### config.mk
export PLATFORM = sky130hd
export DESIGN_NAME = bank_addr_unit
export DESIGN_NICKNAME = d
export VERILOG_FILES = /design/src/rtl/bank_addr_pkg.sv /design/src/rtl/bank_ptr.sv /design/src/rtl/bank_resolve.sv /design/src/rtl/bank_addr_unit.sv
export SDC_FILE = /design/constraint.sdc
export NUM_CORES = 1
export LEC_CHECK = 0
export BUFFER_PORTS_ARGS = -buffer_cell sky130_fd_sc_hd__buf_2
export CAP_MARGIN = 20
export CORE_ASPECT_RATIO = 1.2
export CORE_MARGIN = 4
export CORE_UTILIZATION = 49
export DETAILED_ROUTE_END_ITERATION = 12
export GPL_ROUTABILITY_DRIVEN = 1
export HOLD_SLACK_MARGIN = 0.03
export PLACE_DENSITY = 0.78
export SLEW_MARGIN = 0
export SYNTH_ARGS = -nofsm -noshare
export SYNTH_HDL_FRONTEND = slang
export SYNTH_HIERARCHICAL = 1
export SYNTH_SLANG_ARGS = --single-unit
### constraint.sdc
create_clock -name clk -period 3.2 [get_ports clk]
set_input_delay 0 -clock clk [delete_from_list [all_inputs] [get_ports clk]]
set_output_delay 0 -clock clk [all_outputs]
set_load 0.05 [all_outputs]
### src/rtl/bank_addr_pkg.sv
package bank_addr_pkg;

    typedef enum logic [1:0] {
        SRC_DIRECT = 2'b00,
        SRC_PTR0   = 2'b01,
        SRC_PTR1   = 2'b10,
        SRC_DIRALT = 2'b11
    } src_e;

    typedef enum logic [1:0] {
        STEP_HOLD    = 2'b00,
        STEP_INC     = 2'b01,
        STEP_DEC     = 2'b10,
        STEP_HOLDALT = 2'b11
    } step_e;

    typedef enum logic {
        MODE_COMPAT   = 1'b0,
        MODE_EXTENDED = 1'b1
    } mode_e;

endpackage

### src/rtl/bank_ptr.sv
module bank_ptr
    import bank_addr_pkg::*;
#(
    parameter int BANK_W   = 8,
    parameter int WIN_BASE = 32
) (
    input  logic              clk,
    input  logic              rst_n,
    input  logic              ext,
    input  logic              use_en,
    input  logic              ld,
    input  logic [7:0]        ld_off,
    input  logic [BANK_W-1:0] ld_bank,
    input  logic [1:0]        ld_step,
    output logic [7:0]        off_q,
    output logic [BANK_W-1:0] bank_q
);
    localparam logic [7:0]        WIN_LO   = 8'(WIN_BASE);
    localparam logic [7:0]        WIN_HI   = 8'hFF;
    localparam logic [BANK_W-1:0] BANK_ONE = BANK_W'(1);

    step_e             step_q;
    logic [7:0]        off_d;
    logic [BANK_W-1:0] bank_d;

    always_comb begin
        off_d  = off_q;
        bank_d = bank_q;
        unique case (step_q)
            STEP_INC: begin
                if (ext && off_q == WIN_HI) begin
                    off_d  = WIN_LO;
                    bank_d = bank_q + BANK_ONE;
                end else begin
                    off_d = off_q + 8'd1;
                end
            end
            STEP_DEC: begin
                if (ext && off_q == WIN_LO) begin
                    off_d  = WIN_HI;
                    bank_d = bank_q - BANK_ONE;
                end else begin
                    off_d = off_q - 8'd1;
                end
            end
            STEP_HOLD, STEP_HOLDALT: begin
                off_d  = off_q;
                bank_d = bank_q;
            end
        endcase
    end

    always_ff @(posedge clk or negedge rst_n) begin
        if (!rst_n) begin
            off_q  <= '0;
            bank_q <= '0;
            step_q <= STEP_HOLD;
        end else if (ld) begin
            off_q  <= ld_off;
            bank_q <= ld_bank;
            step_q <= step_e'(ld_step);
        end else if (use_en) begin
            off_q  <= off_d;
            bank_q <= bank_d;
        end
    end
endmodule

### src/rtl/bank_resolve.sv
module bank_resolve
    import bank_addr_pkg::*;
#(
    parameter int BANK_W   = 8,
    parameter int WIN_BASE = 32
) (
    input  logic [1:0]        sel,
    input  logic [7:0]        dir_addr,
    input  logic [BANK_W-1:0] dir_bank,
    input  logic              ext,
    input  logic [7:0]        p0_off,
    input  logic [BANK_W-1:0] p0_bank,
    input  logic [7:0]        p1_off,
    input  logic [BANK_W-1:0] p1_bank,
    output logic [BANK_W-1:0] bank,
    output logic [7:0]        off
);
    localparam logic [7:0] WIN_LO = 8'(WIN_BASE);

    logic [BANK_W-1:0] raw_bank;

    always_comb begin
        unique case (src_e'(sel))
            SRC_PTR0: begin
                off      = p0_off;
                raw_bank = ext ? p0_bank : dir_bank;
            end
            SRC_PTR1: begin
                off      = p1_off;
                raw_bank = ext ? p1_bank : dir_bank;
            end
            SRC_DIRECT, SRC_DIRALT: begin
                off      = dir_addr;
                raw_bank = dir_bank;
            end
        endcase
        bank = (off < WIN_LO) ? '0 : raw_bank;
    end
endmodule

### src/rtl/bank_addr_unit.sv
module bank_addr_unit
    import bank_addr_pkg::*;
#(
    parameter int BANK_W   = 8,
    parameter int WIN_BASE = 32
) (
    input  logic              clk,
    input  logic              rst_n,
    input  logic              acc_en,
    input  logic [1:0]        rd_sel,
    input  logic [7:0]        rd_dir_addr,
    input  logic [1:0]        wr_sel,
    input  logic [7:0]        wr_dir_addr,
    input  logic              bsr_we,
    input  logic [7:0]        bsr_wdata,
    input  logic              mode_we,
    input  logic              mode_ext,
    input  logic [1:0]        ptr_ld,
    input  logic [7:0]        ptr_ld_off,
    input  logic [BANK_W-1:0] ptr_ld_bank,
    input  logic [1:0]        ptr_ld_step,
    output logic [BANK_W-1:0] rd_bank,
    output logic [7:0]        rd_off,
    output logic [BANK_W-1:0] wr_bank,
    output logic [7:0]        wr_off
);
    localparam int NPTR = 2;

    mode_e             mode_q, mode_d;
    logic              ext_on;
    logic [7:0]        bsr_q;
    logic [BANK_W-1:0] dir_bank;
    logic [NPTR-1:0]   ptr_use;
    logic [7:0]        ptr_off  [NPTR];
    logic [BANK_W-1:0] ptr_bank [NPTR];

    // Mode machine: state register
    always_ff @(posedge clk or negedge rst_n) begin
        if (!rst_n) mode_q <= MODE_COMPAT;
        else        mode_q <= mode_d;
    end

    // Mode machine: ENTER_EXT / LEAVE_EXT transitions and output
    always_comb begin
        mode_d = mode_q;
        unique case (mode_q)
            MODE_COMPAT:   if (mode_we && mode_ext)  mode_d = MODE_EXTENDED;
            MODE_EXTENDED: if (mode_we && !mode_ext) mode_d = MODE_COMPAT;
        endcase
        ext_on = (mode_q == MODE_EXTENDED);
    end

    always_ff @(posedge clk or negedge rst_n) begin
        if (!rst_n)      bsr_q <= '0;
        else if (bsr_we) bsr_q <= bsr_wdata;
    end

    assign dir_bank = BANK_W'(bsr_q[7:4]);

    for (genvar g = 0; g < NPTR; g++) begin : g_ptr
        localparam logic [1:0] MY_SEL = 2'(g + 1);
        assign ptr_use[g] = acc_en && (rd_sel == MY_SEL || wr_sel == MY_SEL);

        bank_ptr #(.BANK_W(BANK_W), .WIN_BASE(WIN_BASE)) u_ptr (
            .clk     (clk),
            .rst_n   (rst_n),
            .ext     (ext_on),
            .use_en  (ptr_use[g]),
            .ld      (ptr_ld[g]),
            .ld_off  (ptr_ld_off),
            .ld_bank (ptr_ld_bank),
            .ld_step (ptr_ld_step),
            .off_q   (ptr_off[g]),
            .bank_q  (ptr_bank[g])
        );
    end

    bank_resolve #(.BANK_W(BANK_W), .WIN_BASE(WIN_BASE)) u_rd (
        .sel      (rd_sel),
        .dir_addr (rd_dir_addr),
        .dir_bank (dir_bank),
        .ext      (ext_on),
        .p0_off   (ptr_off[0]),
        .p0_bank  (ptr_bank[0]),
        .p1_off   (ptr_off[1]),
        .p1_bank  (ptr_bank[1]),
        .bank     (rd_bank),
        .off      (rd_off)
    );

    bank_resolve #(.BANK_W(BANK_W), .WIN_BASE(WIN_BASE)) u_wr (
        .sel      (wr_sel),
        .dir_addr (wr_dir_addr),
        .dir_bank (dir_bank),
        .ext      (ext_on),
        .p0_off   (ptr_off[0]),
        .p0_bank  (ptr_bank[0]),
        .p1_off   (ptr_off[1]),
        .p1_bank  (ptr_bank[1]),
        .bank     (wr_bank),
        .off      (wr_off)
    );
endmodule

* Word level (Yosys, flattened, before mapping)
Cells that the tools add are included.
** Word-level totals
- Register bits :: 45
- Output and inout bits :: 32
- Bits of input ports :: 54
- Word-level logic and storage cells :: 97
** Cells by class
- Multiplexer cells :: 31
- Bitwise operators :: 1
- Reduce and logical (&&, ||, !) cells :: 25
- Equal/unequal tests :: 22
- Add/subtract/negate cells :: 8
- Magnitude comparators :: 2
** Operator list (number)
- $mux 8 :: 20
- $pmux 8 s3 :: 4
- $pmux 8 s2 :: 4
- $add 8x1->8 const B :: 4
- $sub 8x1->8 const B :: 4
- $eq 2x2->1 const B :: 8
- $eq 8x6->1 const B :: 2
- $eq 8x8->1 const B :: 2
- $lt 8x6->1 const B :: 2
- $ne 3x2->1 const B :: 4
- $eq 2x1->1 const B :: 4
- $logic_and 1x1->1 :: 8
- $logic_not 2->1 :: 4
- $reduce_and 4->1 :: 2
- $reduce_or 2->1 :: 4
- $ne 2x2->1 const B :: 2
- $reduce_and 2->1 :: 2
- $reduce_bool 2->1 :: 2
- $logic_or 1x1->1 :: 2
- $mux 1 :: 2
- $pmux 1 s2 :: 1
- $logic_not 1->1 :: 1
- $not 1->1 :: 1

* Logic depth before layout (Yosys ltp)
Gate-level depths: netlist (run 1).
- Depth in word-level cells :: 6
- Gate-level depth with buffers :: 11
- Mapped depth without buffers :: 9

* Hierarchy
Netlist (run 1), hierarchy kept.
** Modules (own cells, without submodules)
- bank_ptr :: sequential area each 450.4 um2, instances 2, cells an instance 206, area each 1704.1 um2
- bank_resolve at u_rd :: sequential area each 0.0 um2, instances 1, cells an instance 71, area each 666.9 um2
- bank_resolve at u_wr :: sequential area each 0.0 um2, instances 1, cells an instance 71, area each 579.3 um2
- bank_addr_unit :: sequential area each 125.1 um2, instances 1, cells an instance 17, area each 225.2 um2

* Least setup slack after synthesis (run 1)
OpenSTA, ideal clock, no wires.
- Path kind :: register to output
- From :: reg g_ptr[1].u_ptr.off_q[6]
- To :: out wr_bank[0]
- Required time :: 3200 ps
- Arrival time :: 2759 ps
- Setup slack :: 441 ps
- Cell stages (with the launch flop) :: 5
- Buffers on the path :: 0
- Path through :: dfrtp_1 a22oi_2 o21ai_1 nor3_4 a211oi_1
** Between the ends
- Cells in the longest elaborated chain, start to end :: 3
** RTL lines
- from (decl) :: line bank_ptr.sv:15 : output logic [7:0] off_q,
- from (signal assigned) :: line bank_ptr.sv:59 : off_q <= ld_off;
- $pmux 8 s3 :: line bank_resolve.sv:23 : unique case (src_e'(sel))
- net wr_off[6] :: line bank_addr_unit.sv:25 : output logic [7:0] wr_off
- $lt 8x6->1 :: line bank_resolve.sv:37 : bank = (off < WIN_LO) ? '0 : raw_bank;
- $mux 8 :: line bank_resolve.sv:37
- to (decl) :: line bank_addr_unit.sv:24 : output logic [BANK_W-1:0] wr_bank,
The timed path passes the listed nets, and every way through them passes these cells.

* Final worst setup path (run 1)
- From :: reg g_ptr[1].u_ptr.off_q[1]
- To :: reg g_ptr[1].u_ptr.bank_q[3]
** Between the ends
- Cells in the longest elaborated chain, start to end :: 4
- Elaborated cells on any way between the ends :: 7
- Those cells by class :: eq/ne (4); reduce/logical (3)
** RTL lines
- $eq 8x6->1 / $eq 8x8->1 (equally long branches) :: line bank_ptr.sv:39, bank_ptr.sv:31
- $logic_and 1x1->1, on equally long branches :: line bank_ptr.sv:39, bank_ptr.sv:31
- $ne 3x2->1 (no source line)
- $reduce_and 4->1 (no source line) (*)
- to (signal assigned) :: line bank_ptr.sv:60 : bank_q <= ld_bank;
- to (signal assigned) :: line bank_ptr.sv:64 : bank_q <= bank_d;
- to (decl) :: line bank_ptr.sv:16 : output logic [BANK_W-1:0] bank_q
Every way passes the cells marked *; elsewhere a longest branch is shown, timed or not.
A chain may end at the register's enable or synchronous reset.

==> flow_summary.yaml, run 1 <==
finish:
  drive_gt1_share_pct: 22.6
  layout.cells.non_filler: 778
  area_growth_pct: 14.5
  diodes: 0
  final_common_cell: "buf_2"
  final_nets: 724
  final_cell_mix: "81 x buf_2, 43 x nand2_1, 41 x dfrtp_1"
critical_path:
  cp.required_ps: 3420
  rrSetupSlack_ps: 690
  start_kind: "flip-flop"
  critical_path.endpoint_type: "flip-flop"
  worst_r2r_path_depth: 6
  path_class: "flip-flop to flip-flop"
  r2r-end: "g_ptr[1].u_ptr/bank_q[3]"
  cp_data_arrival_time_ps: 2730
  timing.rr.start: "g_ptr[1].u_ptr/off_q[1]"
  cp_max_fo: 12
floorplan:
  start_util_pct: 50.8
  core_sq_mm: 0.00961
  fp.dieW_microns: 99.1
  die-height_microns: 117
  ios: 86
  rows: 39
  die_area_sq_mm: 0.0116
power_and_ir_drop:
  seqPwrFrac_pct: 29.9
  p_clk_share_pct: 26.3
  ir_worst_vdd_v: 0.000332
  switching_share_pct: 43.2
  p_switching_mw: 1.10
  p_int_mw: 1.44
  pwr-share-comb_pct: 43.9
  p_per_area_mw_per_mm2: 454
  leakage_nw: 2.37
detailed_routing:
  antenna_left: 0
  drc_errors: 0
  wire_per_inst_microns: 19.2
  drt-total-wl_mm: 14.9
  drtIter0Drc: 376
  via_per_inst: 6.42
  first_pass_iters: 5
  vias: 4995
timing:
  max_slew_margin_pct: 47.3
  final.setup_skew_ps: 4.32
  max_freq_mhz: 398
  finalSetupViolCount: 0
  report.final.slew_viol_count: 0
  tightest_slew_ps: 790
  min_period_ps: 2510
  hold_viol: 0
  rsz0062_at_grt: "no"
  final.setup.tns_ps: 0
  fin_crit_sh_pct: 78.4
clock_tree:
  cts_buffers: 5
  clockBufferDepth: 2
  cts_tree: "yes"
  root_buffer: "clkbuf_16"
  cts_resized: 0
  insertion_delay_ps: 280
  numClockSinks: 41
  clk_pin_slew_ps: 70
  cts-htree-levels: 2
synthesis:
  ys.flop_type: "dfrtp_1"
  synth_cell_type_count: 76
  syn_area_sq_mm: 0.00488
  syn_inst: 571
  ys_warn_count: 6
  avgSynthCellArea_sq_um: 8.55
  async_reset_ff_share_pct: 100
  yosysSeqAreaShare_pct: 21.0
  synth_enable_flop_cells: 0
  ys_seq_elements: 41
min_path:
  hold_class: "primary input to flip-flop"
  hp-start: "bsr_we"
  holdPathEnd: "bsr_q[7]"
  min_path_cells: 2
grt:
  gr-usage-met1_pct: 34.1
  grt-ovfl-total: 0
  antenna_found_initial: 0
  grt_pass1_wl_mm: 24.8
  grt_start_max_net_pins: 42
  busiest_layer: "met2"
  grt_use_met3_pct: 3.33
  grt_usage_pct: 25.5
  grt_pass1_vias: 5009
  use_met2_pct: 42.2
outcome:
  outcome: "completed"
place:
  place_congestion: 0.951
  hpwl_mm: 10.9
  port_buffers: 81
  dp_cells: 749
run:
  cap_violations: 0
[worst max-delay path, stage by stage, from the launching register on]
cell and delay (ps):
dfrtp_1 570, ha_1 260, nand3_1 210, o31ai_1 450, nand3_2 330, or4_1 550
nand3_1 90
[flip-flops by register name, summed over array words and instances (netlist names), named ones only]
register / count
g_ptr.u_ptr/off_q: 16
bsr_q: 4
g_ptr.u_ptr/step_q: 4
g_ptr.u_ptr/bank_q: 16
[final cells by class]
type,instances,area [sq um]
Clock buffer,5,125
Clock inverter,3,65.1
Fill cell,855,4030
Inverter,30,113
Multi-Input combinational cell,466,3420
Sequential cell,41,1030
Tap cell,123,154
Timing Repair Buffer,110,686
[metal layers]
layer	vias up	routed length [microns]
li1	2332	-
met1	2340	6030
met2	291	7150
met3	32	1350
met4	0	401
met5	-	0
[cell families after synthesis]
family                   after synthesis  share of synthesized area [%]
AO/OA/AOI/OAI                        206                           32.6
AND/OR/NAND/NOR                      165                           19.6
flip-flops                            41                           21.0
buffers and inverters                 86                           10.6
XOR/XNOR                              12                           2.15
other                                  1                         0.0768
adder cells (fa/ha/maj)               16                           4.10
multiplexers                          44                           9.87
[how the worst max path moves through the flow]
stage                            startpoint  slack, ps                        to
finish              g_ptr[1].u_ptr/off_q[1]        690  g_ptr[1].u_ptr/bank_q[3]
global route        g_ptr[0].u_ptr/off_q[0]        510  g_ptr[0].u_ptr/bank_q[3]
CTS                 g_ptr[1].u_ptr/off_q[1]        720  g_ptr[1].u_ptr/bank_q[3]
detailed placement  g_ptr[1].u_ptr/off_q[1]        750  g_ptr[1].u_ptr/bank_q[3]
global placement    g_ptr[1].u_ptr/off_q[1]        800  g_ptr[1].u_ptr/bank_q[3]
floorplan           g_ptr[1].u_ptr/off_q[6]        440                wr_bank[0]
[timing repair]
item                                   in CTS  in global routing
endpoints found under the hold margin      71                  0
hold buffers                               20                  0
setup buffers                               0                  0
[power by group through the flow]
| stage | clock network, mW | logic [mW] | registers [mW] |
|---|---|---|---|
| after floorplan | 0 | 0.931 | 0.663 |
| after detailed placement | 0 | 1.07 | 0.761 |
| after global routing | 0.704 | 1.20 | 0.774 |
| after CTS | 0.677 | 1.10 | 0.750 |
| final | 0.667 | 1.11 | 0.759 |
| after global placement | 0 | 1.05 | 0.754 |
[synthesized netlist by cell type (all sizes together) (16+ instances only)]
| library cell | count | area [sq um] |
|---|---|---|
| nand2 | 43 | 161 |
| dfrtp | 41 | 1030 |
| o21ai | 38 | 201 |
| buf | 31 | 238 |
| inv | 30 | 113 |
| nor2 | 28 | 105 |
| a221oi | 27 | 318 |
| mux2 | 24 | 282 |
| clkbuf | 23 | 149 |
| a21oi | 22 | 110 |
| mux2i | 20 | 200 |
| a22oi | 19 | 148 |
| a211oi | 16 | 125 |
| ha | 16 | 200 |
| nand3 | 16 | 90.1 |
[stage by stage]
step           hold WS [ps]  utilization [%]  setup slack, ps  instance area [sq um]  power, mW
4_1_cts                41.3             57.9              720                   5570       2.53
3_3_place_gp            214             53.9              796                   5180       1.80
3_5_place_dp            218             53.9              751                   5180       1.83
6_report               44.5             58.1              690                   5590       2.54
2_1_floorplan          -296                -              441                   4960       1.59
5_1_grt                44.9             58.1              506                   5590       2.68
No activity file was read; power rests on OpenSTA's default activity.
==> inputs of run 2 (changes only) <==
--- a/config.mk
+++ b/config.mk
@@ -5,6 +5,7 @@
 export SDC_FILE = /design/constraint.sdc
 export NUM_CORES = 1
 export LEC_CHECK = 0
+export ABC_AREA = 1
 export BUFFER_PORTS_ARGS = -buffer_cell sky130_fd_sc_hd__buf_2
 export CAP_MARGIN = 20
 export CORE_ASPECT_RATIO = 1.2
@@ -13,7 +14,7 @@
 export DETAILED_ROUTE_END_ITERATION = 12
 export GPL_ROUTABILITY_DRIVEN = 1
 export HOLD_SLACK_MARGIN = 0.03
-export PLACE_DENSITY = 0.78
+export PLACE_DENSITY = 0.81
 export SLEW_MARGIN = 0
 export SYNTH_ARGS = -nofsm -noshare
 export SYNTH_HDL_FRONTEND = slang
==> constraint.sdc (replaced) <==
create_clock -name clk -period 2.3 [get_ports clk]
set_input_delay 0 -clock clk [delete_from_list [all_inputs] [get_ports clk]]
set_output_delay 0 -clock clk [all_outputs]
set_load 0.05 [all_outputs]
==> flow_summary.yaml, run 2 <==
outcome:
  outcome: "completed"
detailed_routing:
  drt-total-wl_mm: 13.6
  antenna_left: 0
  drc_errors: 0
  drt-met1-wl_mm: 5.80
  route.met3.wl_microns: 908
  wire_per_inst_microns: 12.4
  vias: 5565
  dr_wl_met2_mm: 6.52
  via_per_inst: 5.08
  first_pass_iters: 5
  top_layer: "met4"
  drtIter0Drc: 327
floorplan:
  ios: 86
  die-height_microns: 117
  fp.dieW_microns: 99.0
  core_sq_mm: 0.00961
  start_util_pct: 50.6
  rows: 39
  die_area_sq_mm: 0.0116
clock_tree:
  postCtsHoldBufs: 20
  cts_tree: "yes"
  clockBufferDepth: 2
  insertion_delay_ps: 290
  clk_pin_slew_ps: 60
  post_cts_buffers: 0
  cts_buffers: 5
  cts_resized: 0
  root_buffer: "clkbuf_16"
  numClockSinks: 41
  cts-htree-levels: 2
timing:
  rsz0062_at_grt: "no"
  max_freq_mhz: 497
  min_period_ps: 2010
  tightest_slew_ps: 525
  worst_slack_ps: 287
  finalSetupViolCount: 0
  final.setup.tns_ps: 0
  hold_viol: 0
  fin_crit_sh_pct: 87.5
  max_slew_margin_pct: 65.0
  report.final.slew_viol_count: 0
  final.setup_skew_ps: 7.49
critical_path:
  path_class: "flip-flop to output port"
  critical_path.endpoint_type: "output port"
  cp.required_ps: 2300
  cp_max_fo: 24
  start_kind: "flip-flop"
  cp_data_arrival_time_ps: 2010
place:
  hpwl_mm: 10.5
  place_congestion: 0.930
  port_buffers: 81
  dp_slack_ps: 450
synthesis:
  async_reset_ff_share_pct: 100
  yosysSeqAreaShare_pct: 21.1
  synth_top_family_by_area: "simple AND/OR/NAND/NOR gates"
  syn_area_sq_mm: 0.00487
  yosysMostFrequentCell: "nand2_1"
  synthSimpleGateAreaFrac_pct: 50.5
  synth_mux_area_share_pct: 0
  synth_common_cells: "383 x nand2_1, 80 x inv_1, 76 x nor2_1"
  synth_compound_area_share_pct: 10.9
  yosys.area.top_type: "nand2_1"
  ys.flop_type: "dfrtp_1"
  ys_seq_elements: 41
  ys_warn_count: 6
  avgSynthCellArea_sq_um: 5.62
  ys_top_cells_by_area: "nand2_1 30%, dfrtp_1 21%, nand3_1 7.6%"
  synth_xor_area_share_pct: 2.88
  synth_enable_flop_cells: 0
  synth_cell_type_count: 34
  syn_inst: 866
  synth_adder_area_share_pct: 4.11
  synth_top_area_share_pct: 29.5
finish:
  seqCellArea_sq_mm: 0.00103
  diodes: 0
  area_growth_pct: 18.8
  final_common_cell: "nand2_1"
  fillers: 949
  reg.largest.list: "g_ptr.u_ptr/bank_q: 16 flops, g_ptr.u_ptr/off_q: 16 flops"
  multi_input_area_sq_mm: 0.00339
  final_nets: 1042
  drive_gt1_share_pct: 15.2
  final_cell_mix: "383 x nand2_1, 81 x buf_2, 80 x inv_1"
  post-route-util_pct: 60.2
grt:
  grt_pass1_wl_mm: 22.5
  grt-ovfl-total: 0
  grt_usage_pct: 23.7
  grt_start_max_net_pins: 25
  grt_pass1_vias: 4831
  antenna_found_initial: 0
power_and_ir_drop:
  ir_worst_vdd_v: 0.000316
  leakage_nw: 3.27
  p_per_area_mw_per_mm2: 626
min_path:
  hold_class: "primary input to flip-flop"
run:
  cap_violations: 0
-- run 2: cell types whose count changed in the layout (fill, tap and decap cells not counted), moves of 20 or more --
cell / before / now
mux2i_1: 20 / 0
nand3_1: 14 / 74
inv_1: 30 / 80
nand2_1: 43 / 383
nor2_1: 28 / 76
-- run 2: final cells by class --
type	count	area share [%]
Timing Repair Buffer	116	12.4
Sequential cell	41	17.7
Clock inverter	3	0.368
Tap cell	123	2.66
Inverter	92	6.06
Multi-Input combinational cell	716	58.6
Clock buffer	5	2.16
-- run 2: worst paths after layout --
check                      slack [ps]                     start                        to  depth (start not counted)
max                               290                 flip-flop                wr_bank[7]                          8
min                                40            ptr_ld_bank[7]  g_ptr[1].u_ptr/bank_q[7]                          4
max reg2reg                       450  g_ptr[1].u_ptr/step_q[0]  g_ptr[1].u_ptr/bank_q[2]                         11
min reg2reg                       590  g_ptr[0].u_ptr/step_q[1]  g_ptr[0].u_ptr/step_q[1]                          2
max in group asynchronous        1550                     rst_n  g_ptr[0].u_ptr/bank_q[3]                          3
min in group asynchronous         160                     rst_n   g_ptr[1].u_ptr/off_q[7]                          2
-- run 2: kinds of logic after synthesis --
kind of cell / Yosys count
and+or+nand+nor: 573
xor gates and xnor gates: 16
adders and majority gates: 16
AOI/OAI and AO/OA: 95
other: 1
buffers and inverters: 124
DFF: 41
-- run 2: power by group --
group	leakage [nW]	switching (mW)	internal [mW]	total [mW]
logic	2.71	1.21	0.597	1.81
registers	0.494	0.252	0.840	1.09
clock network	0.0702	0.319	0.404	0.724
-- run 2: critical path, stage by stage, from the launching register on --
cell and delay (ps):
dfrtp_1 660, buf_4 340, nand2_1 70, nand2_1 70, nand2_1 40, nand2_1 50, nand2_1 50, nor2_1 140
buf_2 290
-- run 2: per-layer routing --
metal | GRT usage (%) | up-vias
li1 | - | 2895
met1 | 30.1 | 2461
met2 | 41.0 | 186
met3 | 3.26 | 23
met4 | 8.93 | 0
met5 | 0 | -
-- run 2: stage by stage --
stage	cells	hold slack, ps	total power, mW	area [sq um]
4_1_cts	1096	40.5	3.63	5780
6_report	1096	42.0	3.62	5780
3_3_place_gp	1068	-36.5	2.83	5440
3_5_place_dp	1068	-37.8	2.86	5440
5_1_grt	1096	66.7	3.92	5780
2_1_floorplan	881	-296	2.43	4920
